**config.mk**
```make
export PLATFORM = sky130hd
export DESIGN_NAME = cfgd_host_decoder
export DESIGN_NICKNAME = d
export VERILOG_FILES = /design/src/rtl/cfgd_pkg.sv /design/src/rtl/cfgd_sel_reg.sv /design/src/rtl/cfgd_presence.sv /design/src/rtl/cfgd_wr_filter.sv /design/src/rtl/cfgd_rsp_reg.sv /design/src/rtl/cfgd_host_decoder.sv
export SDC_FILE = /design/constraint.sdc
export NUM_CORES = 1
export LEC_CHECK = 0
export ABC_AREA = 1
export BUFFER_PORTS_ARGS = -buffer_cell sky130_fd_sc_hd__buf_4
export CAP_MARGIN = 20
export CORE_MARGIN = 4
export CORE_UTILIZATION = 50
export DETAILED_ROUTE_END_ITERATION = 10
export PLACE_DENSITY = 0.77
export SETUP_SLACK_MARGIN = 0.02
export SLEW_MARGIN = 5
export SYNTH_ARGS = -nofsm -noshare
export SYNTH_HDL_FRONTEND = slang
export SYNTH_SLANG_ARGS = --single-unit
```
**constraint.sdc**
```tcl
create_clock -name clk -period 3.6 [get_ports clk]
set_clock_uncertainty 0.15 [all_clocks]
set_input_delay 1.08 -clock clk [delete_from_list [all_inputs] [get_ports clk]]
set_output_delay 1.08 -clock clk [all_outputs]
set_load 0.05 [all_outputs]
```
**src/rtl/cfgd_pkg.sv**
```systemverilog
package cfgd_pkg;

  localparam int DATA_W = 32;
  localparam int PORT_W = 16;
  localparam int DEVFN_W = 8;

  typedef enum logic [1:0] {
    SZ_BYTE  = 2'd0,
    SZ_WORD  = 2'd1,
    SZ_DWORD = 2'd2,
    SZ_RSVD  = 2'd3
  } io_size_e;

  localparam logic [PORT_W-1:0] SEL_PORT  = 16'h0CF8;
  localparam logic [PORT_W-3:0] WIN_PORT  = 14'h033F;

  // lanes that carry data for a given access size
  function automatic logic [DATA_W-1:0] lane_mask(input logic [1:0] sz);
    case (sz)
      SZ_BYTE: lane_mask = 32'h0000_00FF;
      SZ_WORD: lane_mask = 32'h0000_FFFF;
      default: lane_mask = 32'hFFFF_FFFF;
    endcase
  endfunction

endpackage

```
**src/rtl/cfgd_sel_reg.sv**
```systemverilog
module cfgd_sel_reg #(
  parameter int W = 32
) (
  input  logic         clk,
  input  logic         rst_n,
  input  logic         wr_en,
  input  logic [W-1:0] wr_val,
  output logic [W-1:0] sel_q
);
  logic [W-1:0] sel_d;

  always_comb begin
    sel_d = sel_q;
    if (wr_en) sel_d = wr_val;
  end

  always_ff @(posedge clk or negedge rst_n) begin
    if (!rst_n) sel_q <= '0;
    else        sel_q <= sel_d;
  end
endmodule

```
**src/rtl/cfgd_presence.sv**
```systemverilog
module cfgd_presence #(
  parameter int SLOTS = 256,
  parameter int IDX_W = 8
) (
  input  logic             clk,
  input  logic             rst_n,
  input  logic             load,
  input  logic [SLOTS-1:0] load_map,
  input  logic [IDX_W-1:0] idx,
  output logic             present
);
  localparam int SW = (SLOTS > 1) ? $clog2(SLOTS) : 1;

  logic [SLOTS-1:0] map_q;
  logic [SLOTS-1:0] map_d;

  always_comb begin
    map_d = map_q;
    if (load) map_d = load_map;
  end

  always_ff @(posedge clk or negedge rst_n) begin
    if (!rst_n) map_q <= '0;
    else        map_q <= map_d;
  end

  generate
    if (SLOTS >= (1 << IDX_W)) begin : g_full
      assign present = map_q[idx];
    end else begin : g_partial
      logic in_range;
      assign in_range = ({24'd0, idx} < SLOTS);
      assign present  = in_range & map_q[idx[SW-1:0]];
    end
  endgenerate
endmodule

```
**src/rtl/cfgd_wr_filter.sv**
```systemverilog
module cfgd_wr_filter (
  input  logic [7:0] off,
  output logic       allow
);
  logic blk_id;
  logic blk_mid;
  logic blk_14;

  always_comb begin
    blk_id  = (off < 8'd4);
    blk_mid = (off >= 8'd8) && (off <= 8'd11);
    blk_14  = (off == 8'd14);
    allow   = !(blk_id || blk_mid || blk_14);
  end
endmodule

```
**src/rtl/cfgd_rsp_reg.sv**
```systemverilog
module cfgd_rsp_reg #(
  parameter int W = 32
) (
  input  logic         clk,
  input  logic         rst_n,
  input  logic         ack_d,
  input  logic [W-1:0] data_d,
  output logic         ack_q,
  output logic [W-1:0] data_q
);
  logic [W-1:0] data_nx;

  always_comb begin
    data_nx = data_q;
    if (ack_d) data_nx = data_d;
  end

  always_ff @(posedge clk or negedge rst_n) begin
    if (!rst_n) begin
      ack_q  <= 1'b0;
      data_q <= '0;
    end else begin
      ack_q  <= ack_d;
      data_q <= data_nx;
    end
  end
endmodule

```
**src/rtl/cfgd_host_decoder.sv**
```systemverilog
module cfgd_host_decoder
  import cfgd_pkg::*;
#(
  parameter int DEV_COUNT = 32
) (
  input  logic                   clk,
  input  logic                   rst_n,
  input  logic                   io_req,
  input  logic                   io_wr,
  input  logic [15:0]            io_port,
  input  logic [1:0]             io_size,
  input  logic [31:0]            io_wdata,
  output logic                   io_ack,
  output logic [31:0]            io_rdata,
  input  logic                   map_load,
  input  logic [DEV_COUNT*8-1:0] map_data,
  output logic                   cfg_req,
  output logic                   cfg_wr,
  output logic [7:0]             cfg_devfn,
  output logic [7:0]             cfg_reg,
  output logic [1:0]             cfg_size,
  output logic [31:0]            cfg_wdata,
  input  logic [31:0]            cfg_rdata
);
  localparam int FN_PER_DEV = 8;
  localparam int SLOTS      = DEV_COUNT * FN_PER_DEV;
  localparam int EN_BIT     = DATA_W - 1;
  localparam int BUS_LO     = 16;
  localparam int BUS_HI     = 23;

  logic [DATA_W-1:0] addr_q;
  logic              on_sel;
  logic              on_win;
  logic              sel_wr_en;
  logic              decode_ok;
  logic              size_ok;
  logic              fn_present;
  logic              wr_allow;
  logic [7:0]        devfn;
  logic [7:0]        reg_off;
  logic [DATA_W-1:0] mask;
  logic              fwd;
  logic              hit;
  logic [DATA_W-1:0] rsp_data;

  // port decode
  always_comb begin
    on_sel    = (io_port == SEL_PORT);
    on_win    = (io_port[PORT_W-1:2] == WIN_PORT);
    hit       = io_req && (on_sel || on_win);
    sel_wr_en = io_req && io_wr && on_sel && (io_size == SZ_DWORD);
  end

  cfgd_sel_reg #(.W(DATA_W)) u_sel (
    .clk    (clk),
    .rst_n  (rst_n),
    .wr_en  (sel_wr_en),
    .wr_val (io_wdata),
    .sel_q  (addr_q)
  );

  // selector field extraction
  always_comb begin
    decode_ok = addr_q[EN_BIT] && (addr_q[BUS_HI:BUS_LO] == '0);
    devfn     = addr_q[15:8];
    reg_off   = {addr_q[7:2], io_port[1:0]};
    size_ok   = (io_size != SZ_RSVD);
    mask      = lane_mask(io_size);
  end

  cfgd_presence #(.SLOTS(SLOTS), .IDX_W(DEVFN_W)) u_pres (
    .clk      (clk),
    .rst_n    (rst_n),
    .load     (map_load),
    .load_map (map_data),
    .idx      (devfn),
    .present  (fn_present)
  );

  cfgd_wr_filter u_filt (
    .off   (reg_off),
    .allow (wr_allow)
  );

  // request toward the functions
  always_comb begin
    fwd       = io_req && on_win && decode_ok && fn_present && size_ok &&
                (!io_wr || wr_allow);
    cfg_req   = fwd;
    cfg_wr    = io_wr;
    cfg_devfn = devfn;
    cfg_reg   = reg_off;
    cfg_size  = io_size;
    cfg_wdata = io_wdata;
  end

  // response data
  always_comb begin
    if (io_wr)
      rsp_data = '0;
    else if (on_sel)
      rsp_data = (io_size == SZ_DWORD) ? addr_q : mask;
    else if (fwd)
      rsp_data = cfg_rdata & mask;
    else
      rsp_data = mask;
  end

  cfgd_rsp_reg #(.W(DATA_W)) u_rsp (
    .clk    (clk),
    .rst_n  (rst_n),
    .ack_d  (hit),
    .data_d (rsp_data),
    .ack_q  (io_ack),
    .data_q (io_rdata)
  );
endmodule

```
==> flow_metrics.py, run 1 <==
metrics = {
    "run_status": {
        "status": "complete, but fails checks",
        "violations": "negative setup slack",
    },
    "pwr": {
        "pwr-share-comb": 0.130,
        "p_leak_nw": 10.00,
        "irDropWorstVdd_v": 0.0003576,
        "p_per_area_mw_per_mm2": 421.1,
        "switching_power_mw": 2.116,
        "p_int_mw": 6.586,
        "power.total_mw": 8.702,
        "clkPwrFrac": 0.404,
        "p_seq_frac": 0.465,
        "swShare": 0.2432,
    },
    "critical_path": {
        "r2r_cells": 19,
        "path_max_fanout": 11,
        "critPathArrivalTime_ns": 2.66,
        "required_ns": 2.37,
        "cp-end-kind": "primary output",
        "reg2reg_to": "u_rsp.data_q[3]",
        "cp-startpoint": "u_sel.sel_q[8]",
        "endpoint": "cfg_req",
        "r2r-start": "u_sel.sel_q[8]",
        "rrSetupSlack_ns": 0.87,
        "startpoint_type": "flip-flop",
        "crit_type": "reg -> out",
    },
    "detailed_routing": {
        "firstDrtPassIters": 5,
        "via_per_inst": 5.613,
        "vias": 13360,
        "antenna_left": 0,
        "drt-initial-drc-count": 1254,
        "drc": 0,
        "drt_wl_total_mm": 50.77,
        "avgRoutedWirePerCell_microns": 21.33,
    },
    "clock_tree": {
        "cts_tree": "yes",
        "cts.path.max_buffers": 3,
        "cts_sinks": 321,
        "h-tree-depth": 2,
        "root_buffer": "clkbuf_16",
        "cts_made_buffers": 36,
        "path_clk_slew_ns": 0.06,
        "clock_latency_ns": 0.52,
    },
    "placed_design": {
        "pre_cts_ws_ns": 0.02250,
        "place.gp.congestion": 0.8589,
        "hpwl_mm": 35.00,
        "port_buffers": 427,
    },
    "synthesis": {
        "synthTopCellsByCount": "nand2_1, dfrtp_1, mux2_2, nand3_1, inv_1",
        "syn_avg_cell_area_sq_um": 9.922,
        "yosysUniqueCellTypes": 29,
        "syn_inst": 1585,
        "synth_top_cell_by_area": "dfrtp_1",
        "async_flop_share": 1.000,
        "synthTopCellsByArea": "dfrtp_1, mux2_2, nand2_1",
        "synth_most_common_cell": "nand2_1",
        "yosys_most_used_dff": "dfrtp_1",
        "syn_nets": 1928,
        "synth_edf_count": 0,
        "synth-seq-area-share": 0.5108,
        "ys_ff_latch": 321,
        "yosys_warnings": 0,
        "syn_area_sq_mm": 0.01573,
        "yosysTopAreaCellShare": 0.5108,
    },
    "worst_hold_path": {
        "hold_start": "u_rsp.data_q[25]",
        "hold_path_class": "reg -> reg",
    },
    "die": {
        "start_util": 0.5101,
        "fp-row-count": 64,
        "die_height_microns": 185.4,
        "die_area_sq_mm": 0.03435,
        "die_width_microns": 185.4,
        "io_pins": 428,
        "fp.coreArea_sq_mm": 0.03083,
    },
    "sta": {
        "tns_ns": -0.2891,
        "worst_pin_slew_ns": 0.6353,
        "max_freq_mhz": 257.1,
        "hold_viol_final": 0,
        "setup_ws_ns": -0.2891,
        "max_slew_margin": 0.5726,
        "fin_crit_ns": 3.889,
        "setup_viol": 1,
        "period_share": 1.080,
        "drv_slew": 0,
        "rsz0062_at_grt": "true",
    },
    "grt": {
        "grt_max_degree": 77,
        "grt_pass1_wl_mm": 75.20,
        "grt_use_total": 0.2831,
        "grt_pass1_vias": 13330,
        "grt-ovfl-total": 0,
        "antenna_found_initial": 2,
    },
    "cells_and_area": {
        "multi_input_area_sq_mm": 0.006626,
        "synthToLayoutAreaGrowth_pct": 31.40,
        "drive_above_1_share": 0.4361,
        "filler_cell_count": 2355,
        "layout.nets": 2303,
        "final_util": 0.6703,
        "regArea_sq_mm": 0.008041,
    },
    "flow_run": {
        "maxCapViolations": 0,
    },
}
[worst min path at each step]
stage                        to  slack [ns]  depth (start not counted)
2_1_floorplan    u_sel.sel_q[0]        0.33                          1
3_5_place_dp   u_rsp.data_q[23]        0.32                          2
3_3_place_gp   u_rsp.data_q[25]        0.32                          2
4_1_cts        u_rsp.data_q[23]        0.33                          2
6_report       u_rsp.data_q[25]        0.33                          2
5_1_grt         u_rsp.data_q[5]        0.35                          2
[stage by stage]
step | hold slack (ns) | cells | area (sq um)
final | 0.3293 | 2380 | 20660
after global routing | 0.3474 | 2379 | 20660
after CTS | 0.3318 | 2376 | 20600
after detailed placement | 0.3164 | 2304 | 19070
after global placement | 0.3157 | 2304 | 19070
after floorplan | 0.3293 | 1585 | 15730
[cell families (layout without fill, tap and decap cells)]
kind of cell | after synthesis | after routing | synth area share
other | 0 | 3 | 0
AND/OR/NAND/NOR | 656 | 656 | 0.1833
flip-flops | 321 | 321 | 0.5108
multiplexers | 269 | 269 | 0.1926
buffers and inverters | 220 | 616 | 0.07495
AO/OA/AOI/OAI | 119 | 119 | 0.03835
[cell type report]
class	instances	area share
inverters	68	0.01296
diodes	3	0.0003633
well taps	396	0.02398
clock inverters	6	0.003391
multi-input cells	1044	0.3207
clock buffers	53	0.05056
repair buffers	489	0.1990
flip-flops and latches	321	0.3891
[repair_timing]
action,4_1_cts,5_1_grt
buffers inserted,7,0
cloned,6,1
pin swaps,7,4
setup endpoints to repair,1,1
resized for setup,38,7
hold buffers,0,0
endpoints found under the hold margin,0,0
[placed cells by master (no fill, tap or decap), drive strengths merged, types with 9 or more instances in the layout]
cell / instances
a21oi: 60
or2: 19
dfrtp: 321
nand3: 234
nor2: 9
mux2: 269
nand2: 373
o21ai: 57
inv: 69
clkbuf: 54
buf: 488
[power by group through the flow]
stage | combinational [mW] | clock, mW | sequential, mW
2_1_floorplan | 0.605 | 0 | 4.06
3_3_place_gp | 1.09 | 0 | 4.09
3_5_place_dp | 1.12 | 0 | 4.11
4_1_cts | 1.14 | 3.56 | 4.04
5_1_grt | 1.23 | 3.73 | 4.08
6_report | 1.13 | 3.52 | 4.05
[critical path: stages (launching register included)]
cell and delay (ns):
dfrtp_4 0.56, buf_12 0.18, clkbuf_16 0.18, a21oi_2 0.11, o21ai_1 0.07, nand3_1 0.10
nand3_2 0.15, nand2_1 0.10, nand2_1 0.06, nand3_2 0.08, nand3_2 0.11, nand3_2 0.11
nand2_4 0.08, nand2_4 0.07, inv_2 0.04, buf_8 0.14
[layer usage]
metal  part of all wire  GRT usage  vias to the layer above
met5                  0          0                        -
met2               0.49     0.4609                      618
met1               0.41     0.3929                     6608
met4              0.029    0.08514                        0
li1                   -          -                     6028
met3              0.077    0.04713                      105
[state kept, by name, indices dropped and copies added, names as in the netlist]
signal,flops
u_sel.sel_q,32
u_pres.map_q,256
u_rsp.data_q,32
u_rsp.ack_q,1
No activity file was read; power rests on OpenSTA's default activity.
==> run 2, diff against run 1 <==
--- a/config.mk
+++ b/config.mk
@@ -8,10 +8,12 @@
 export ABC_AREA = 1
 export BUFFER_PORTS_ARGS = -buffer_cell sky130_fd_sc_hd__buf_4
 export CAP_MARGIN = 20
+export CELL_PAD_IN_SITES_DETAIL_PLACEMENT = 1
+export CELL_PAD_IN_SITES_GLOBAL_PLACEMENT = 2
 export CORE_MARGIN = 4
-export CORE_UTILIZATION = 50
+export CORE_UTILIZATION = 32
 export DETAILED_ROUTE_END_ITERATION = 10
-export PLACE_DENSITY = 0.77
+export PLACE_DENSITY_LB_ADDON = 0.1
 export SETUP_SLACK_MARGIN = 0.02
 export SLEW_MARGIN = 5
 export SYNTH_ARGS = -nofsm -noshare
==> flow_metrics.py, run 2 (same netlist as run 1, synthesis figures left out) <==
metrics = {
    "detailed_routing": {
        "firstDrtPassIters": 5,
        "vias": 13080,
        "drt-initial-drc-count": 677,
        "drt_wl_total_mm": 61.82,
        "drc": 0,
        "antenna_left": 0,
        "via_per_inst": 4.896,
        "avgRoutedWirePerCell_microns": 23.14,
    },
    "critical_path": {
        "worst-path-buf-inv": 4,
        "critPathSlowestCell": "dfrtp_4",
        "required_ns": 2.37,
        "path_max_fanout": 9,
        "r2r_cells": 20,
        "startpoint_type": "flip-flop",
        "critPathArrivalTime_ns": 2.69,
        "cp-end-kind": "primary output",
        "critPathMaxStageDelay_ns": 0.56,
        "cp_common_cell": "nand3_2",
        "path_delay_family": "simple AND/OR/NAND/NOR gates",
        "rrSetupSlack_ns": 0.82,
        "crit_type": "reg -> out",
        "r2r-start": "u_sel.sel_q[8]",
        "reg2reg_to": "u_rsp.data_q[14]",
        "worstPathCellList": "buf_12, clkbuf_16, a21oi_1, o21ai_1, nand3_1, nand3_1, nand2_2, nand2_2, nand3_2, nand3_2, nand3_2, nand2_4, nand2_4, inv_4, buf_8",
    },
    "die": {
        "fp.coreArea_sq_mm": 0.04815,
        "die_height_microns": 229.7,
        "die_area_sq_mm": 0.05276,
        "die_width_microns": 229.7,
        "io_pins": 428,
        "fp-row-count": 80,
        "start_util": 0.3266,
    },
    "placed_design": {
        "hpwl_mm": 41.29,
        "place_inst": 2562,
        "port_buffers": 427,
        "dpl_cell_area_sq_mm": 0.01941,
        "place.gp.congestion": 0.8342,
    },
    "worst_hold_path": {
        "hold_path_class": "in -> async",
    },
    "clock_tree": {
        "root_buffer": "clkbuf_16",
        "cts_sinks": 321,
        "cts.path.max_buffers": 3,
        "path_clk_slew_ns": 0.06,
        "cts_made_buffers": 41,
        "cts_hold_buf": 0,
        "h-tree-depth": 2,
        "cts_tree": "yes",
        "clock_latency_ns": 0.56,
    },
    "cells_and_area": {
        "fin_cells": 2671,
        "largest_register_ffs": 256,
        "biggestRegsByFlops": "u_pres.map_q (256), u_rsp.data_q (32), u_sel.sel_q (32)",
        "synthToLayoutAreaGrowth_pct": 38.97,
        "final_cell_mix": "buf_4, nand2_1, dfrtp_1, mux2_2, nand3_1",
        "layout.nets": 2323,
        "drive_above_1_share": 0.4736,
        "fin_area_sq_mm": 0.02185,
        "final_common_cell": "buf_4",
        "regMostFlops": "u_pres.map_q",
    },
    "grt": {
        "groute.layer.met1.usage": 0.2983,
        "gr-usage-met3": 0.04950,
        "grt_pass1_vias": 14240,
        "use_met2": 0.3688,
        "grt_use_total": 0.2233,
        "grt_pass1_wl_mm": 90.23,
        "grt-ovfl-total": 0,
        "grt_max_degree": 82,
        "antenna_found_initial": 7,
        "gr-max-usage-layer": "met2",
    },
    "pwr": {
        "clkPwrFrac": 0.436,
        "switching_power_mw": 2.340,
        "p_leak_nw": 10.37,
        "p_seq_frac": 0.439,
        "p_int_mw": 6.895,
        "p_per_area_mw_per_mm2": 422.6,
        "pwr-share-comb": 0.125,
        "swShare": 0.2534,
        "irDropWorstVdd_v": 0.0002615,
    },
    "run_status": {
        "violations": "negative setup slack",
        "status": "complete, but fails checks",
    },
    "sta": {
        "drv_slew": 0,
        "worst_pin_slew_ns": 1.000,
        "setup_viol": 1,
        "setup_ws_ns": -0.3201,
        "period_share": 1.089,
        "rsz0062_at_grt": "true",
        "max_slew_margin": 0.3306,
        "hold_ws_ns": 0.2822,
        "hold_viol_final": 0,
        "max_freq_mhz": 255.1,
        "fin_crit_ns": 3.920,
    },
    "flow_run": {
        "maxCapViolations": 0,
    },
}
-- run 2: cell types whose count changed in the layout (fill, tap and decap cells not counted), sizes merged --
| cell | delta |
|---|---|
| buf | +6 |
| clkinvlp | +1 |
| clkbuf | +16 |
| inv | +1 |
| clkinv | +5 |
| diode | +2 |
-- run 2: through the flow --
stage	TNS, ns	util	power (mW)	setup WS [ns]
floorplan	0	-	4.664	0.2005
global placement	-0.07874	0.4031	5.219	-0.07874
detailed placement	-0.08576	0.4031	5.247	-0.08576
CTS	-0.3740	0.4426	9.361	-0.3740
global route	-0.4349	0.4539	9.666	-0.4349
finish	-0.3201	0.4539	9.236	-0.3201
-- run 2: worst max path at each step --
stage	start	to	slack, ns	cells after the start
final	u_sel.sel_q[8]	cfg_req	-0.32	15
after global routing	u_sel.sel_q[8]	cfg_req	-0.43	15
after CTS	u_sel.sel_q[8]	cfg_req	-0.37	15
after detailed placement	io_size[0]	cfg_req	-0.09	7
after global placement	io_size[0]	cfg_req	-0.08	7
after floorplan	io_req	cfg_req	0.20	6
-- run 2: worst reg2reg max path: cells and delay by family, from the launching register on --
family	cells	cell delay [ns]
flip-flops	1	0.56
AND/OR/NAND/NOR	13	0.98
AO/OA/AOI/OAI	2	0.22
buffers and inverters	5	0.80
-- run 2: metal layers --
layer	vias to the layer above	routed length, microns
met5	-	31
met4	4	1231
met3	66	3217
met2	303	29750
met1	6597	27590
li1	6108	-
-- run 2: timing repair --
action,4_1_cts,5_1_grt
hold endpoints to repair,0,0
cloned,10,15
buffers inserted,4,3
setup endpoints to repair,1,1
pin swaps,16,27
resized for setup,69,46
-- run 2: final cells by class --
type | count | area [sq um]
well taps | 656 | 820.8
flip-flops and latches | 321 | 8043
fillers | 5402 | 26290
clock buffers | 60 | 1197
multi-input cells | 1044 | 6950
diodes | 5 | 12.51
repair buffers | 504 | 4457
inverters | 68 | 270.3
clock inverters | 13 | 103.9
-- run 2: power by group through the flow --
| stage | Sequential, mW | Combinational (mW) | Clock, mW |
|---|---|---|---|
| 2_1_floorplan | 4.06 | 0.605 | 0 |
| 3_3_place_gp | 4.10 | 1.12 | 0 |
| 3_5_place_dp | 4.11 | 1.14 | 0 |
| 4_1_cts | 4.05 | 1.16 | 4.15 |
| 5_1_grt | 4.09 | 1.27 | 4.31 |
| 6_report | 4.05 | 1.15 | 4.03 |
==> run 3, diff against run 2 <==
--- a/config.mk
+++ b/config.mk
@@ -5,13 +5,12 @@
 export SDC_FILE = /design/constraint.sdc
 export NUM_CORES = 1
 export LEC_CHECK = 0
-export ABC_AREA = 1
 export BUFFER_PORTS_ARGS = -buffer_cell sky130_fd_sc_hd__buf_4
 export CAP_MARGIN = 20
 export CELL_PAD_IN_SITES_DETAIL_PLACEMENT = 1
 export CELL_PAD_IN_SITES_GLOBAL_PLACEMENT = 2
 export CORE_MARGIN = 4
-export CORE_UTILIZATION = 32
+export CORE_UTILIZATION = 35
 export DETAILED_ROUTE_END_ITERATION = 10
 export PLACE_DENSITY_LB_ADDON = 0.1
 export SETUP_SLACK_MARGIN = 0.02
==> flow_metrics.py, run 3 <==
metrics = {
    "sta": {
        "max_freq_mhz": 236.3,
        "worst_pin_slew_ns": 0.6907,
        "period_share": 1.175,
        "setup_ws_ns": -0.6318,
        "tns_ns": -0.6318,
        "setup_viol": 1,
        "rsz0062_at_grt": "true",
        "max_slew_margin": 0.5396,
        "fin_crit_ns": 4.232,
        "drv_slew": 0,
        "hold_viol_final": 0,
    },
    "synthesis": {
        "synth_top_cell_by_area": "dfrtp_1",
        "synthTopCellsByCount": "dfrtp_1, mux2_2, buf_4, nand2_1, o21ai_0",
        "ys_ff_latch": 321,
        "syn_nets": 1411,
        "synth_edf_count": 0,
        "yosysUniqueCellTypes": 48,
        "synth-seq-area-share": 0.5321,
        "synthTopCellsByArea": "dfrtp_1, mux2_2, mux4_2",
        "syn_area_sq_mm": 0.01510,
        "yosys_most_used_dff": "dfrtp_1",
        "syn_avg_cell_area_sq_um": 14.14,
        "synth_most_common_cell": "dfrtp_1",
        "async_flop_share": 1.000,
        "yosys_warnings": 0,
        "syn_inst": 1068,
        "yosysTopAreaCellShare": 0.5321,
    },
    "clock_tree": {
        "clock_latency_ns": 0.54,
        "root_buffer": "clkbuf_16",
        "path_clk_slew_ns": 0.06,
        "cts_tree": "yes",
        "cts_sinks": 321,
        "cts_made_buffers": 39,
        "h-tree-depth": 2,
        "cts.path.max_buffers": 3,
    },
    "detailed_routing": {
        "drt-initial-drc-count": 579,
        "firstDrtPassIters": 4,
        "via_per_inst": 5.097,
        "avgRoutedWirePerCell_microns": 24.58,
        "drc": 0,
        "antenna_left": 0,
        "drt_wl_total_mm": 51.75,
        "vias": 10730,
    },
    "cells_and_area": {
        "final_util": 0.4875,
        "final_common_cell": "buf_4",
        "final_cell_mix": "buf_4, dfrtp_1, mux2_2, mux4_2, nand2_1",
        "regMostFlops": "u_pres.map_q",
        "synthToLayoutAreaGrowth_pct": 36.67,
        "layout.nets": 1841,
        "biggestRegsByFlops": "u_pres.map_q (256), u_rsp.data_q (32), u_sel.sel_q (32)",
        "largest_register_ffs": 256,
        "filler_cell_count": 4352,
        "drive_above_1_share": 0.6206,
    },
    "die": {
        "fp-row-count": 75,
        "die_area_sq_mm": 0.04652,
        "io_pins": 428,
        "die_width_microns": 215.7,
        "start_util": 0.3567,
        "die_height_microns": 215.7,
        "fp.coreArea_sq_mm": 0.04232,
    },
    "pwr": {
        "irDropWorstVdd_v": 0.0003619,
        "p_leak_nw": 9.037,
        "power.total_mw": 9.133,
        "p_per_area_mw_per_mm2": 442.7,
    },
    "grt": {
        "grt_use_total": 0.2174,
        "antenna_found_initial": 8,
        "grt_max_degree": 79,
        "grt_pass1_vias": 12050,
        "grt-ovfl-total": 0,
        "grt_pass1_wl_mm": 76.78,
    },
    "critical_path": {
        "worstPathCellList": "buf_8, buf_4, mux4_1, a22oi_1, nand2_1, a2111oi_2, or3_4, a211oi_4, buf_6",
        "crit_type": "reg -> out",
        "critPathMaxStageDelay_ns": 0.59,
        "critPathArrivalTime_ns": 3.00,
        "required_ns": 2.37,
        "critPathSlowestCell": "mux4_1",
        "cp-end-kind": "primary output",
        "path_max_fanout": 6,
        "startpoint_type": "flip-flop",
    },
    "placed_design": {
        "place.gp.congestion": 0.7891,
        "hpwl_mm": 39.30,
        "pre_cts_ws_ns": -0.4036,
        "port_buffers": 427,
    },
    "flow_run": {
        "maxCapViolations": 0,
    },
    "run_status": {
        "violations": "negative setup slack",
        "status": "complete, but fails checks",
    },
    "worst_hold_path": {
        "hold_path_class": "reg -> reg",
    },
}
[run 3: cell count changes in the layout (fill, tap and decap cells not counted), moves of 17 or more]
cell	delta
nand2_1	-310
nand3_1	-184
inv_1	-61
nand3_2	-47
a21oi_1	-45
mux4_2	+45
buf_4	+36
a2111oi_0	+33
mux2_2	+20
or2_2	-17
[run 3: per-layer routing]
| layer | wire, microns | GRT usage | vias up |
|---|---|---|---|
| met5 | 95 | 0 | - |
| met4 | 790 | 0.04552 | 14 |
| met3 | 3371 | 0.05907 | 62 |
| met2 | 25890 | 0.3747 | 304 |
| met1 | 21600 | 0.2761 | 5528 |
| li1 | - | - | 4822 |
[run 3: final timing paths]
path                            slack [ns]           endpoint              from  depth (start not counted)
worst max register to register        0.24   u_rsp.data_q[23]    u_sel.sel_q[8]                         12
max in group asynchronous             2.04  u_pres.map_q[128]             rst_n                          2
min in group asynchronous             0.38        u_rsp.ack_q             rst_n                          1
worst min register to register        0.33   u_rsp.data_q[31]  u_rsp.data_q[31]                          2
worst min-delay path                  0.33   u_rsp.data_q[31]  u_rsp.data_q[31]                          2
worst max-delay path                 -0.63            cfg_req    u_sel.sel_q[8]                          9
[run 3: layout make-up]
type | count | area (sq um) | area share
tap | 577 | 721.9 | 0.03499
timing repair buffer | 516 | 4140 | 0.2007
antenna | 2 | 5.005 | 0.0002426
inverter | 4 | 15.01 | 0.0007277
multi-input combinational | 616 | 6406 | 0.3105
sequential | 321 | 8041 | 0.3898
clock inverter | 7 | 67.56 | 0.003275
clock buffer | 62 | 1235 | 0.05985
[run 3: what timing repair did]
item | CTS | global route
buffers inserted | 0 | 3
gates resized for setup | 25 | 20
pin swaps | 2 | 9
endpoints found under the setup margin | 1 | 1
hold buffers | 0 | 0
gates cloned | 1 | 1
[run 3: where the power goes]
part	switching, mW	leakage, nW	internal (mW)
Combinational	0.455	4.52	0.649
Clock	1.55	0.634	2.42
Sequential	0.163	3.89	3.90
[run 3: per-stage QoR]
stage | cell area, sq um | instances | hold slack [ns]
floorplan | 15130 | 1068 | 0.3220
global placement | 19090 | 2029 | 0.3189
detailed placement | 19090 | 2029 | 0.3218
CTS | 20520 | 2099 | 0.3356
global route | 20630 | 2103 | 0.3580
finish | 20630 | 2105 | 0.3303
[run 3: kinds of logic (layout without fill, tap and decap cells)]
| kind of cell | after synthesis | count (layout) | synth area share |
|---|---|---|---|
| and+or+nand+nor | 104 | 104 | 0.03448 |
| DFF | 321 | 321 | 0.5321 |
| AOI/OAI and AO/OA | 153 | 153 | 0.06672 |
| buffers and inverters | 131 | 589 | 0.05329 |
| muxes | 359 | 359 | 0.3134 |
| other | 0 | 2 | 0 |
[run 3: critical path, delay by kind of cell, from the launching register on]
kind            cells  cell delay, ns
compound gates      3            0.62
buf+inv             3            0.45
flops               1            0.49
mux                 1            0.59
simple gates        2            0.30
